`config.mk`:
```
export PLATFORM = sky130hd
export DESIGN_NAME = vec_stride_lsu
export DESIGN_NICKNAME = d
export VERILOG_FILES = /design/src/rtl/lsu_pkg.sv /design/src/rtl/lsu_addr_gen.sv /design/src/rtl/lsu_bank_busy.sv /design/src/rtl/lsu_ret_track.sv /design/src/rtl/vec_stride_lsu.sv
export SDC_FILE = /design/constraint.sdc
export NUM_CORES = 1
export LEC_CHECK = 0
export BUFFER_PORTS_ARGS = -buffer_cell sky130_fd_sc_hd__buf_4
export CORE_UTILIZATION = 45
export CTS_CLUSTER_SIZE = 14
export DETAILED_ROUTE_END_ITERATION = 8
export PLACE_DENSITY_LB_ADDON = 0.15
export SLEW_MARGIN = 30
export SYNTH_ARGS = -nofsm -noshare
export SYNTH_HDL_FRONTEND = slang
export SYNTH_SLANG_ARGS = --single-unit
```
`constraint.sdc`:
```
create_clock -name clk -period 2.95 [get_ports clk]
set_input_delay 0.295 -clock clk [delete_from_list [all_inputs] [get_ports clk]]
set_output_delay 0.295 -clock clk [all_outputs]
set_load 0.05 [all_outputs]
```
`src/rtl/lsu_pkg.sv`:
```
package lsu_pkg;

    typedef enum logic [1:0] {
        ST_IDLE  = 2'd0,
        ST_ISSUE = 2'd1,
        ST_DRAIN = 2'd2
    } lsu_state_e;

endpackage

```
`src/rtl/lsu_addr_gen.sv`:
```
module lsu_addr_gen #(
    parameter int ADDR_W = 24,
    parameter int LEN_W  = 5,
    parameter int IDX_W  = 4
) (
    input  logic              clk,
    input  logic              rst_n,
    input  logic              load_i,
    input  logic [ADDR_W-1:0] base_i,
    input  logic [ADDR_W-1:0] stride_i,
    input  logic [LEN_W-1:0]  vlen_i,
    input  logic              step_i,
    output logic [ADDR_W-1:0] addr_o,
    output logic [IDX_W-1:0]  idx_o,
    output logic              last_o
);

    logic [ADDR_W-1:0] addr_q;
    logic [ADDR_W-1:0] stride_q;
    logic [LEN_W-1:0]  idx_q;
    logic [LEN_W-1:0]  vlen_q;

    always_ff @(posedge clk or negedge rst_n) begin
        if (!rst_n) begin
            addr_q   <= '0;
            stride_q <= '0;
            idx_q    <= '0;
            vlen_q   <= '0;
        end else if (load_i) begin
            addr_q   <= base_i;
            stride_q <= stride_i;
            idx_q    <= '0;
            vlen_q   <= vlen_i;
        end else if (step_i) begin
            addr_q   <= addr_q + stride_q;
            idx_q    <= idx_q + LEN_W'(1);
        end
    end

    assign addr_o = addr_q;
    assign idx_o  = idx_q[IDX_W-1:0];
    assign last_o = (idx_q == vlen_q - LEN_W'(1));

    // every accepted element moves the address by the latched stride
    p_addr_step_r1: assert property (@(posedge clk) disable iff (!rst_n)
        (step_i && !load_i) |=> (addr_q == $past(addr_q) + $past(stride_q)));

endmodule

```
`src/rtl/lsu_bank_busy.sv`:
```
module lsu_bank_busy #(
    parameter int NBANK = 16,
    parameter int LAT   = 11,
    localparam int BANK_W = $clog2(NBANK),
    localparam int CNT_W  = $clog2(LAT)
) (
    input  logic              clk,
    input  logic              rst_n,
    input  logic              issue_i,
    input  logic [BANK_W-1:0] bank_i,
    output logic              free_o
);

    logic [CNT_W-1:0] cnt_q [NBANK];

    for (genvar b = 0; b < NBANK; b++) begin : g_bank
        always_ff @(posedge clk or negedge rst_n) begin
            if (!rst_n) begin
                cnt_q[b] <= '0;
            end else if (issue_i && bank_i == BANK_W'(b)) begin
                cnt_q[b] <= CNT_W'(LAT - 1);
            end else if (cnt_q[b] != '0) begin
                cnt_q[b] <= cnt_q[b] - CNT_W'(1);
            end
        end

        // an occupied bank is never handed a new request
        p_bank_busy_r3: assert property (@(posedge clk) disable iff (!rst_n)
            (cnt_q[b] != '0) |-> !(issue_i && bank_i == BANK_W'(b)));
    end

    assign free_o = (cnt_q[bank_i] == '0);

endmodule

```
`src/rtl/lsu_ret_track.sv`:
```
module lsu_ret_track #(
    parameter int LAT   = 11,
    parameter int IDX_W = 4
) (
    input  logic             clk,
    input  logic             rst_n,
    input  logic             push_i,
    input  logic             push_load_i,
    input  logic             push_last_i,
    input  logic [IDX_W-1:0] push_idx_i,
    output logic             tail_valid_o,
    output logic             tail_load_o,
    output logic             tail_last_o,
    output logic [IDX_W-1:0] tail_idx_o
);

    logic             v_q    [LAT];
    logic             ld_q   [LAT];
    logic             last_q [LAT];
    logic [IDX_W-1:0] idx_q  [LAT];

    for (genvar s = 0; s < LAT; s++) begin : g_stage
        if (s == 0) begin : g_head
            always_ff @(posedge clk or negedge rst_n) begin
                if (!rst_n) begin
                    v_q[s] <= 1'b0; ld_q[s] <= 1'b0; last_q[s] <= 1'b0; idx_q[s] <= '0;
                end else begin
                    v_q[s]    <= push_i;
                    ld_q[s]   <= push_load_i;
                    last_q[s] <= push_last_i;
                    idx_q[s]  <= push_idx_i;
                end
            end
        end else begin : g_body
            always_ff @(posedge clk or negedge rst_n) begin
                if (!rst_n) begin
                    v_q[s] <= 1'b0; ld_q[s] <= 1'b0; last_q[s] <= 1'b0; idx_q[s] <= '0;
                end else begin
                    v_q[s]    <= v_q[s-1];
                    ld_q[s]   <= ld_q[s-1];
                    last_q[s] <= last_q[s-1];
                    idx_q[s]  <= idx_q[s-1];
                end
            end
        end
    end

    assign tail_valid_o = v_q[LAT-1];
    assign tail_load_o  = v_q[LAT-1] && ld_q[LAT-1];
    assign tail_last_o  = v_q[LAT-1] && last_q[LAT-1];
    assign tail_idx_o   = idx_q[LAT-1];

    // Checker state: index expected at the tail next
    logic [IDX_W-1:0] exp_q;
    always_ff @(posedge clk or negedge rst_n) begin
        if (!rst_n)            exp_q <= '0;
        else if (tail_last_o)  exp_q <= '0;
        else if (tail_valid_o) exp_q <= exp_q + IDX_W'(1);
    end

    // completions leave the tracker in ascending element order
    p_ret_order_r6: assert property (@(posedge clk) disable iff (!rst_n)
        tail_valid_o |-> (tail_idx_o == exp_q));

endmodule

```
`src/rtl/vec_stride_lsu.sv`:
```
module vec_stride_lsu #(
    parameter int NBANK    = 16,
    parameter int BANK_LAT = 11,
    parameter int ADDR_W   = 24,
    parameter int DATA_W   = 32,
    parameter int VLEN_MAX = 16,
    localparam int BANK_W  = $clog2(NBANK),
    localparam int IDX_W   = $clog2(VLEN_MAX),
    localparam int LEN_W   = $clog2(VLEN_MAX + 1)
) (
    input  logic              clk,
    input  logic              rst_n,
    input  logic              start_i,
    input  logic              store_i,
    input  logic [ADDR_W-1:0] base_i,
    input  logic [ADDR_W-1:0] stride_i,
    input  logic [LEN_W-1:0]  vlen_i,
    output logic              busy_o,
    output logic              done_o,
    output logic              mem_req_o,
    output logic              mem_we_o,
    output logic [ADDR_W-1:0] mem_addr_o,
    output logic [DATA_W-1:0] mem_wdata_o,
    input  logic              mem_rvalid_i,
    input  logic [DATA_W-1:0] mem_rdata_i,
    output logic [IDX_W-1:0]  vr_ridx_o,
    input  logic [DATA_W-1:0] vr_rdata_i,
    output logic              vr_we_o,
    output logic [IDX_W-1:0]  vr_widx_o,
    output logic [DATA_W-1:0] vr_wdata_o
);
    import lsu_pkg::*;

    lsu_state_e state_q, state_d;
    logic       store_q;
    logic       done_q;

    logic              accept;
    logic              issue;
    logic              bank_free;
    logic [ADDR_W-1:0] cur_addr;
    logic [IDX_W-1:0]  cur_idx;
    logic              cur_last;
    logic              tail_valid, tail_load, tail_last;
    logic [IDX_W-1:0]  tail_idx;

    assign accept = (state_q == ST_IDLE) && start_i && (vlen_i != '0);
    assign issue  = (state_q == ST_ISSUE) && bank_free;

    lsu_addr_gen #(.ADDR_W(ADDR_W), .LEN_W(LEN_W), .IDX_W(IDX_W)) u_agen (
        .clk(clk), .rst_n(rst_n),
        .load_i(accept), .base_i(base_i), .stride_i(stride_i), .vlen_i(vlen_i),
        .step_i(issue),
        .addr_o(cur_addr), .idx_o(cur_idx), .last_o(cur_last)
    );

    lsu_bank_busy #(.NBANK(NBANK), .LAT(BANK_LAT)) u_banks (
        .clk(clk), .rst_n(rst_n),
        .issue_i(issue), .bank_i(cur_addr[BANK_W-1:0]),
        .free_o(bank_free)
    );

    lsu_ret_track #(.LAT(BANK_LAT), .IDX_W(IDX_W)) u_ret (
        .clk(clk), .rst_n(rst_n),
        .push_i(issue), .push_load_i(!store_q), .push_last_i(cur_last),
        .push_idx_i(cur_idx),
        .tail_valid_o(tail_valid), .tail_load_o(tail_load),
        .tail_last_o(tail_last), .tail_idx_o(tail_idx)
    );

    // Next-state logic
    always_comb begin
        state_d = state_q;
        unique case (state_q)
            ST_IDLE:  if (accept)              state_d = ST_ISSUE;   // launch
            ST_ISSUE: if (issue && cur_last)   state_d = ST_DRAIN;   // last-issued
            ST_DRAIN: if (tail_last)           state_d = ST_IDLE;    // complete
            default:                           state_d = ST_IDLE;
        endcase
    end

    // State register
    always_ff @(posedge clk or negedge rst_n) begin
        if (!rst_n) begin
            state_q <= ST_IDLE;
            store_q <= 1'b0;
            done_q  <= 1'b0;
        end else begin
            state_q <= state_d;
            if (accept) store_q <= store_i;
            done_q  <= ((state_q == ST_IDLE) && start_i && (vlen_i == '0))
                    || ((state_q == ST_DRAIN) && tail_last);
        end
    end

    // Outputs
    always_comb begin
        busy_o      = (state_q != ST_IDLE);
        done_o      = done_q;
        mem_req_o   = issue;
        mem_we_o    = issue && store_q;
        mem_addr_o  = cur_addr;
        mem_wdata_o = store_q ? vr_rdata_i : '0;
        vr_ridx_o   = cur_idx;
        vr_we_o     = tail_load;
        vr_widx_o   = tail_idx;
        vr_wdata_o  = mem_rdata_i;
    end

    // load data arrives exactly when a load tag reaches the tail
    p_ret_aligned_r6: assert property (@(posedge clk) disable iff (!rst_n)
        mem_rvalid_i == (tail_valid && tail_load));

    // a store never writes the vector register
    p_store_no_wb_r7: assert property (@(posedge clk) disable iff (!rst_n)
        (busy_o && store_q) |-> !vr_we_o);

    // completion lasts one cycle
    p_done_pulse_r8: assert property (@(posedge clk) disable iff (!rst_n)
        done_o |=> !done_o);

    // no new request once the last element has issued
    p_drain_quiet_r9: assert property (@(posedge clk) disable iff (!rst_n)
        (state_q == ST_DRAIN) |-> !mem_req_o);

endmodule

```
### Word level (Yosys, flattened, before mapping)

Index checks and enable logic that the tools add are counted.

* $add $sub $neg: 19
* order comparisons: 1
* equality and inequality tests: 21
* multiplexer cells: 44
* bitwise logic cells: 1
* reduce and logical (&&, ||, !) cells: 67

Operator list (count)
* 2-to-1 mux 4 bit: 34
* nonzero test 4 bit: 16
* subtractor 4 x 1 -> 4 bit, second input constant: 16
* 2-to-1 mux 24 bit: 2
* nonzero test 2 bit: 18
* equality test 4 bit, second input constant: 8
* 2-to-1 mux 32 bit: 1
* logical AND 1 bit: 25
* adder 24 bit: 1
* binary-select mux 4 bit (select 4 bit): 1
* equality test 4 x 3 -> 1 bit, second input constant: 4
* 2-to-1 mux 5 bit: 2
* equality test 4 x 2 -> 1 bit, second input constant: 2
* logical NOT 4 bit: 2
* 2-to-1 mux 2 bit: 3
* case mux 2 bit (3 select lines): 1
* adder 5 x 1 -> 5 bit, second input constant: 1
* equality test 5 bit: 1
* >= comparator 5 bit, second input constant: 1
* logical NOT 5 bit: 1
* NOT 4 -> 5 bit: 1
* nonzero test 5 bit: 1
* subtractor 5 x 1 -> 5 bit, second input constant: 1
* equality test 4 x 1 -> 1 bit, second input constant: 1
* 8 further kinds: 9

* register bits after elaboration: 203
* bits of input ports: 122
* output and inout bits: 101
* word-level logic and storage cells: 220

### Depth between registers and ports, before layout

* word-level depth: 9
* depth in mapped cells: 12
* depth with buffers taken out: 11

### Cells and area by module

Synthesis repeated with hierarchy kept, for this count alone.

* cells, all modules: 996
* area total of the unflattened synthesis: 10332.4 um^2

Modules (own cells, without submodules)
* lsu_bank_busy: instances 1, cells an instance 438, area each 3918.8 um^2, sequential area each 1601.5 um^2
* lsu_addr_gen: instances 1, cells an instance 384, area each 3777.4 um^2, sequential area each 1451.4 um^2
* lsu_ret_track: instances 1, cells an instance 83, area each 1969.4 um^2, sequential area each 1926.8 um^2
* vec_stride_lsu: instances 1, cells an instance 91, area each 666.9 um^2, sequential area each 100.1 um^2

### Worst setup path before layout

Ideal clock, no wire load.

* path type: reg-to-output
* from: reg u_agen.addr_q[1], in the netlist u_agen.addr_o[1]
* to: out mem_we_o
* data arrival time: 2.735 ns
* data required time: 2.655 ns
* path slack: -0.080 ns
* cell stages (with the launch flop): 10
* buffers on the path: 3
* cells stage by stage: dfrtp_1 > buf_4 > inv_1 > o311ai_0 > nand4_1 > and3_1 > or2_1 > buf_6 > clkbuf_1 > nor2_1

* word-level cells in the longest chain between the ends: 7

Ends and longest elaborated chain
* start, declared: RTL line lsu_addr_gen.sv:18 `logic [ADDR_W-1:0] addr_q;`
* start signal, assigned: RTL line lsu_addr_gen.sv:30 `addr_q <= base_i;`
* start signal, assigned: RTL line lsu_addr_gen.sv:35 `addr_q <= addr_q + stride_q;`
* NOT 4 -> 5 bit (implied by the code): RTL line lsu_bank_busy.sv:32 `assign free_o = (cnt_q[bank_i] == '0);`
* binary-select mux 4 bit (select 4 bit): RTL line lsu_bank_busy.sv:32
* 2-to-1 mux 4 bit (implied by the code) (2 in series): RTL line lsu_bank_busy.sv:32
* logical NOT 4 bit: RTL line lsu_bank_busy.sv:32
* logical AND 1 bit: RTL line vec_stride_lsu.sv:48 `assign issue = (state_q == ST_ISSUE) && bank_free;`
* logical AND 1 bit: RTL line vec_stride_lsu.sv:101 `mem_we_o = issue && store_q;`
* end, declared: RTL line vec_stride_lsu.sv:21 `output logic mem_we_o,`

Every way passes these cells. The select of a mux whose other input is x is not followed.

### Final worst setup path

Same ends and word-level chain as after synthesis.

==> summary.txt <==
Route
  • Final routed wire length divided by cell count: approximately 15 microns
  • Remaining design rule violation count: 0
  • Overall via count from detail_route: 7,678
  • Average vias per placed instance: 5.14
  • Starting DRC count in detailed routing: 362
  • Remaining number of nets flagged by the antenna check after routing: 0
  • Detailed-router iteration count before antenna repair: 4
  • Total Wirelength: approximately 23,000 microns

GRT
  • Grt total ovfl: 0
  • Global-route usage over all layers: 0.204
  • Via count of the first global-routing pass: 7,462
  • Global-route wire length before repair: 37,000 microns
  • Pin count of the biggest net entering global routing: 76
  • Number of antenna violations at the first check in global routing: 0

Setup path
  • Critical R2R Launch: u_agen.addr_o[1]
  • Bufs and invs on worst path: 3
  • Slowest CP cell: sky130_fd_sc_hd__dfrtp_2
  • Kind of capture point of the worst setup path: primary output
  • Crit path launch type: flop
  • Required time reported for the critical path endpoint: roughly 2700 ps
  • Delay of the slowest cell on the worst path: 430 ps
  • Largest delay contributor family on the critical path: simple AND/OR/NAND/NOR gates
  • Worst Path Max Fanout: 16
  • Type of the setup path with the least slack: flop to primary output
  • Critical path startpoint: u_agen.addr_o[1]
  • Sequence of cells on the critical path: buf_4 > or3_1 > o311ai_1 > nand4_1 > and3_1 > or2_4 > buf_12 > nor2_4 > buf_6
  • Critical path data arrival time: 2580 ps

Placed design
  • Final Wtd Congestion: 0.801
  • Port Buf Inserts: between 150 and 200
  • Worst setup slack before clock tree synthesis: roughly 61 ps
  • Sum of net half-perimeters after detailed placement: roughly 16,000 microns

Die
  • Initial core utilization: 0.461
  • Count of standard-cell rows: 54
  • Number of placed I/O pins: 223
  • Area of the die: 0.0230 sq mm
  • CORE AREA: about 0.022 sq mm
  • Width of the die: 152 microns
  • Vert. Die Dim: 152 microns

Min path
  • Startpoint of the tightest hold check path: stride_i[2]
  • Worst Hold Class: primary input to flop

Logic synthesis
  • Netlist area before placement: roughly 0.010 sq mm
  • Sequential element share of the synthesized area: 0.503
  • Synth top area cells: sky130_fd_sc_hd__dfrtp_1 (50%), sky130_fd_sc_hd__ha_1 (7.1%), sky130_fd_sc_hd__nand2_1 (5.2%)
  • Number of distinct library cell variants in the gate-level netlist after synthesis: 63
  • Main synth FF type: sky130_fd_sc_hd__dfrtp_1
  • Yosys warning total: 0
  • Asr flop ratio synth: 1.00
  • Seq cells post-synth: 203
  • EDFF count, synth: 0
  • Most area-hungry cell type in the Yosys netlist: sky130_fd_sc_hd__dfrtp_1
  • Share of the synthesized area in the top cell type: 0.503
  • Number of standard cells after synthesis: 1,027
  • Avg Inst Size Synth: a little under 10 sq um
  • Synthesized net count: 1,207

STA
  • Worst hold-check slack: between 20 and 30 ps
  • Transition at the pin with the smallest max-transition slack: roughly 750 ps
  • Number of hold violations in the final report: 0
  • Min setup slack post-route: 74.7 ps
  • Maximum clock skew at final layout: 15.2 ps
  • Final critical-path required period: 2880 ps
  • Max-slew violation count: 0
  • Period Utilization, post-route: 0.975
  • Top achievable clock speed: 348 MHz
  • Max_slew headroom: 0.499
  • Final setup violating endpoints: 0

Cells and area
  • # fillers: a little under 2,000
  • Share of layout cells above drive strength 1: 0.216
  • Synthesis-to-layout area growth: 25.0%
  • Nets: 1,381
  • Number of antenna repair diodes: 0

Pwr
  • Leakage power: 6.22 nW
  • Worst vdd rail ir drop: 751 uV
  • Power per unit of standard cell area: 1310 mW/mm^2

CTS
  • Root cell of the clock tree: sky130_fd_sc_hd__clkbuf_16
  • CTS tree: built
  • Clock Latency Late Sink: 510 ps
  • Sinks on Clock Net: just over 200
  • Number of CTS-inserted buffers: 22
  • Depth of the CTS H-tree: 1
  • Buffers from clock root to sink, at most: 3
  • Register clock-pin slew on the reported worst setup and hold paths: 60 ps

Status
  • Outcome: finished clean

Run
  • Max-cap violations: 0
==> metrics by stage <==
stage / power (mW) / std cells / setup TNS (ps) / utilization / cell area, sq um
detailed placement: 13.5 / 1424 / 0 / 0.525 / 11500
finish: 16.5 / 1495 / 0 / 0.577 / 12600
global route: 17.8 / 1495 / -0.200 / 0.577 / 12600
CTS: 16.5 / 1495 / 0 / 0.574 / 12600
floorplan: 11.2 / 1027 / 0 / - / 10100
global placement: 13.3 / 1424 / 0 / 0.525 / 11500
==> synthesized netlist by cell type, types with 2 or more instances <==
library cell,number
sky130_fd_sc_hd__a211o_1,11
sky130_fd_sc_hd__a211oi_1,5
sky130_fd_sc_hd__a21o_1,11
sky130_fd_sc_hd__a21oi_1,38
sky130_fd_sc_hd__a22o_1,4
sky130_fd_sc_hd__a22oi_1,6
sky130_fd_sc_hd__a311oi_1,2
sky130_fd_sc_hd__a31oi_1,6
sky130_fd_sc_hd__a32o_1,2
sky130_fd_sc_hd__and2_1,33
sky130_fd_sc_hd__and3_1,11
sky130_fd_sc_hd__buf_1,4
sky130_fd_sc_hd__buf_2,4
sky130_fd_sc_hd__buf_4,41
sky130_fd_sc_hd__clkbuf_1,21
sky130_fd_sc_hd__dfrtp_1,203
sky130_fd_sc_hd__ha_1,57
sky130_fd_sc_hd__inv_1,54
sky130_fd_sc_hd__mux2_2,10
sky130_fd_sc_hd__mux2i_1,10
sky130_fd_sc_hd__nand2_1,139
sky130_fd_sc_hd__nand2b_1,21
sky130_fd_sc_hd__nand3_1,11
sky130_fd_sc_hd__nand3b_1,8
sky130_fd_sc_hd__nand4_1,13
sky130_fd_sc_hd__nor2_1,90
sky130_fd_sc_hd__nor2b_1,4
sky130_fd_sc_hd__nor3_1,30
sky130_fd_sc_hd__nor3b_1,3
sky130_fd_sc_hd__nor4_1,12
sky130_fd_sc_hd__o21a_1,7
sky130_fd_sc_hd__o21ai_0,45
sky130_fd_sc_hd__o21bai_1,5
sky130_fd_sc_hd__o22ai_1,10
sky130_fd_sc_hd__o311ai_0,2
sky130_fd_sc_hd__o31ai_1,2
sky130_fd_sc_hd__or2_2,10
sky130_fd_sc_hd__or3_1,18
sky130_fd_sc_hd__or4_1,2
sky130_fd_sc_hd__xnor2_1,29
sky130_fd_sc_hd__xor2_1,11
==> worst register-to-register path: cells and delay by family, from the launching register on <==
kind / cells / cell delay, ps
flops: 1 / 430
buf+inv: 1 / 140
compound gates: 7 / 1630
xor+xnor: 1 / 170
fa+ha+maj: 1 / 290
==> kinds of logic (layout without fill, tap and decap cells) <==
| logic type | after synthesis | in the layout | share of synthesized area |
|---|---|---|---|
| and+or+nand+nor | 413 | 413 | 0.197 |
| DFF | 203 | 203 | 0.503 |
| AOI/OAI and AO/OA | 165 | 165 | 0.105 |
| buffers and inverters | 127 | 315 | 0.0638 |
| adders and majority gates | 58 | 58 | 0.0726 |
| xor gates and xnor gates | 40 | 40 | 0.0347 |
| muxes | 21 | 21 | 0.0233 |
==> cell usage in the layout, fill, tap and decap left out, types with 4 or more instances in the layout <==
master	synthesis	routed
sky130_fd_sc_hd__a211o_1	11	11
sky130_fd_sc_hd__a211oi_1	5	4
sky130_fd_sc_hd__a21o_1	11	11
sky130_fd_sc_hd__a21oi_1	38	38
sky130_fd_sc_hd__a22o_1	4	4
sky130_fd_sc_hd__a22oi_1	6	6
sky130_fd_sc_hd__a31oi_1	6	5
sky130_fd_sc_hd__and2_1	33	33
sky130_fd_sc_hd__and3_1	11	11
sky130_fd_sc_hd__buf_12	0	4
sky130_fd_sc_hd__buf_4	41	184
sky130_fd_sc_hd__clkbuf_1	21	6
sky130_fd_sc_hd__clkbuf_16	0	22
sky130_fd_sc_hd__clkbuf_8	0	7
sky130_fd_sc_hd__dfrtp_1	203	201
sky130_fd_sc_hd__dlygate4sd3_1	0	30
sky130_fd_sc_hd__ha_1	57	57
sky130_fd_sc_hd__inv_1	54	54
sky130_fd_sc_hd__mux2_2	10	10
sky130_fd_sc_hd__mux2i_1	10	10
sky130_fd_sc_hd__nand2_1	139	139
sky130_fd_sc_hd__nand2b_1	21	21
sky130_fd_sc_hd__nand3_1	11	11
sky130_fd_sc_hd__nand3b_1	8	8
sky130_fd_sc_hd__nand4_1	13	13
sky130_fd_sc_hd__nor2_1	90	89
sky130_fd_sc_hd__nor3_1	30	29
sky130_fd_sc_hd__nor4_1	12	12
sky130_fd_sc_hd__o21a_1	7	6
sky130_fd_sc_hd__o21ai_0	45	42
sky130_fd_sc_hd__o21bai_1	5	5
sky130_fd_sc_hd__o22ai_1	10	10
sky130_fd_sc_hd__or2_2	10	10
sky130_fd_sc_hd__or3_1	18	17
sky130_fd_sc_hd__xnor2_1	29	29
sky130_fd_sc_hd__xor2_1	11	11
==> area by class of cell <==
cell class                      count  area (sq um)  share of cell area
Multi-Input combinational cell    697          4440               0.352
Clock buffer                       34           656              0.0519
Inverter                           56           215              0.0171
Timing Repair Buffer              221          1820               0.144
Clock inverter                      4          56.3             0.00446
Tap cell                          280           350              0.0278
Sequential cell                   203          5080               0.403
==> per-layer routing <==
layer	vias to the layer above	part of all wire	track usage
met2	182	0.49	0.346
li1	3797	-	-
met5	-	0	0
met4	0	0.014	0.0500
met1	3671	0.45	0.271
met3	28	0.049	0.0350
==> timing repair <==
action,4_1_cts,5_1_grt
cloned,1,0
pin swaps,3,5
setup endpoints to repair,1,10
buffers inserted,3,0
endpoints found under the hold margin,99,0
hold buffers,30,0
gates resized for setup,6,14
==> registers in the layout (all words and copies together) (netlist names) <==
name and count:
u_ret.tail_idx_o 4, state_q 2, store_q 1, u_ret.tail_valid_o 1, u_agen.stride_q 24, u_agen.vlen_q 5, u_ret.ld_q 11, u_ret.idx_q 40
u_agen.idx_q 5, u_ret.last_q 11, done_o 1, u_agen.addr_o 24, u_ret.v_q 10, u_banks.cnt_q 64
==> worst paths after layout <==
kind | slack, ps | to | cells after the start
worst max-delay path | 70 | mem_we_o | 9
worst min-delay path | 30 | u_agen.stride_q[2] | 3
worst max register to register | 180 | u_agen.addr_o[21] | 10
worst min register to register | 340 | u_ret.ld_q[3] | 0
max in group asynchronous | 1680 | u_agen.addr_o[11] | 3
min in group asynchronous | 380 | u_banks.cnt_q[56] | 2
==> power breakdown <==
group	internal [mW]	switching (mW)	leakage (nW)
logic	3.64	5.20	3.38
registers	4.07	0.899	2.50
clock network	1.61	1.07	0.350
Note: power is estimated with default switching activity, not from simulation.
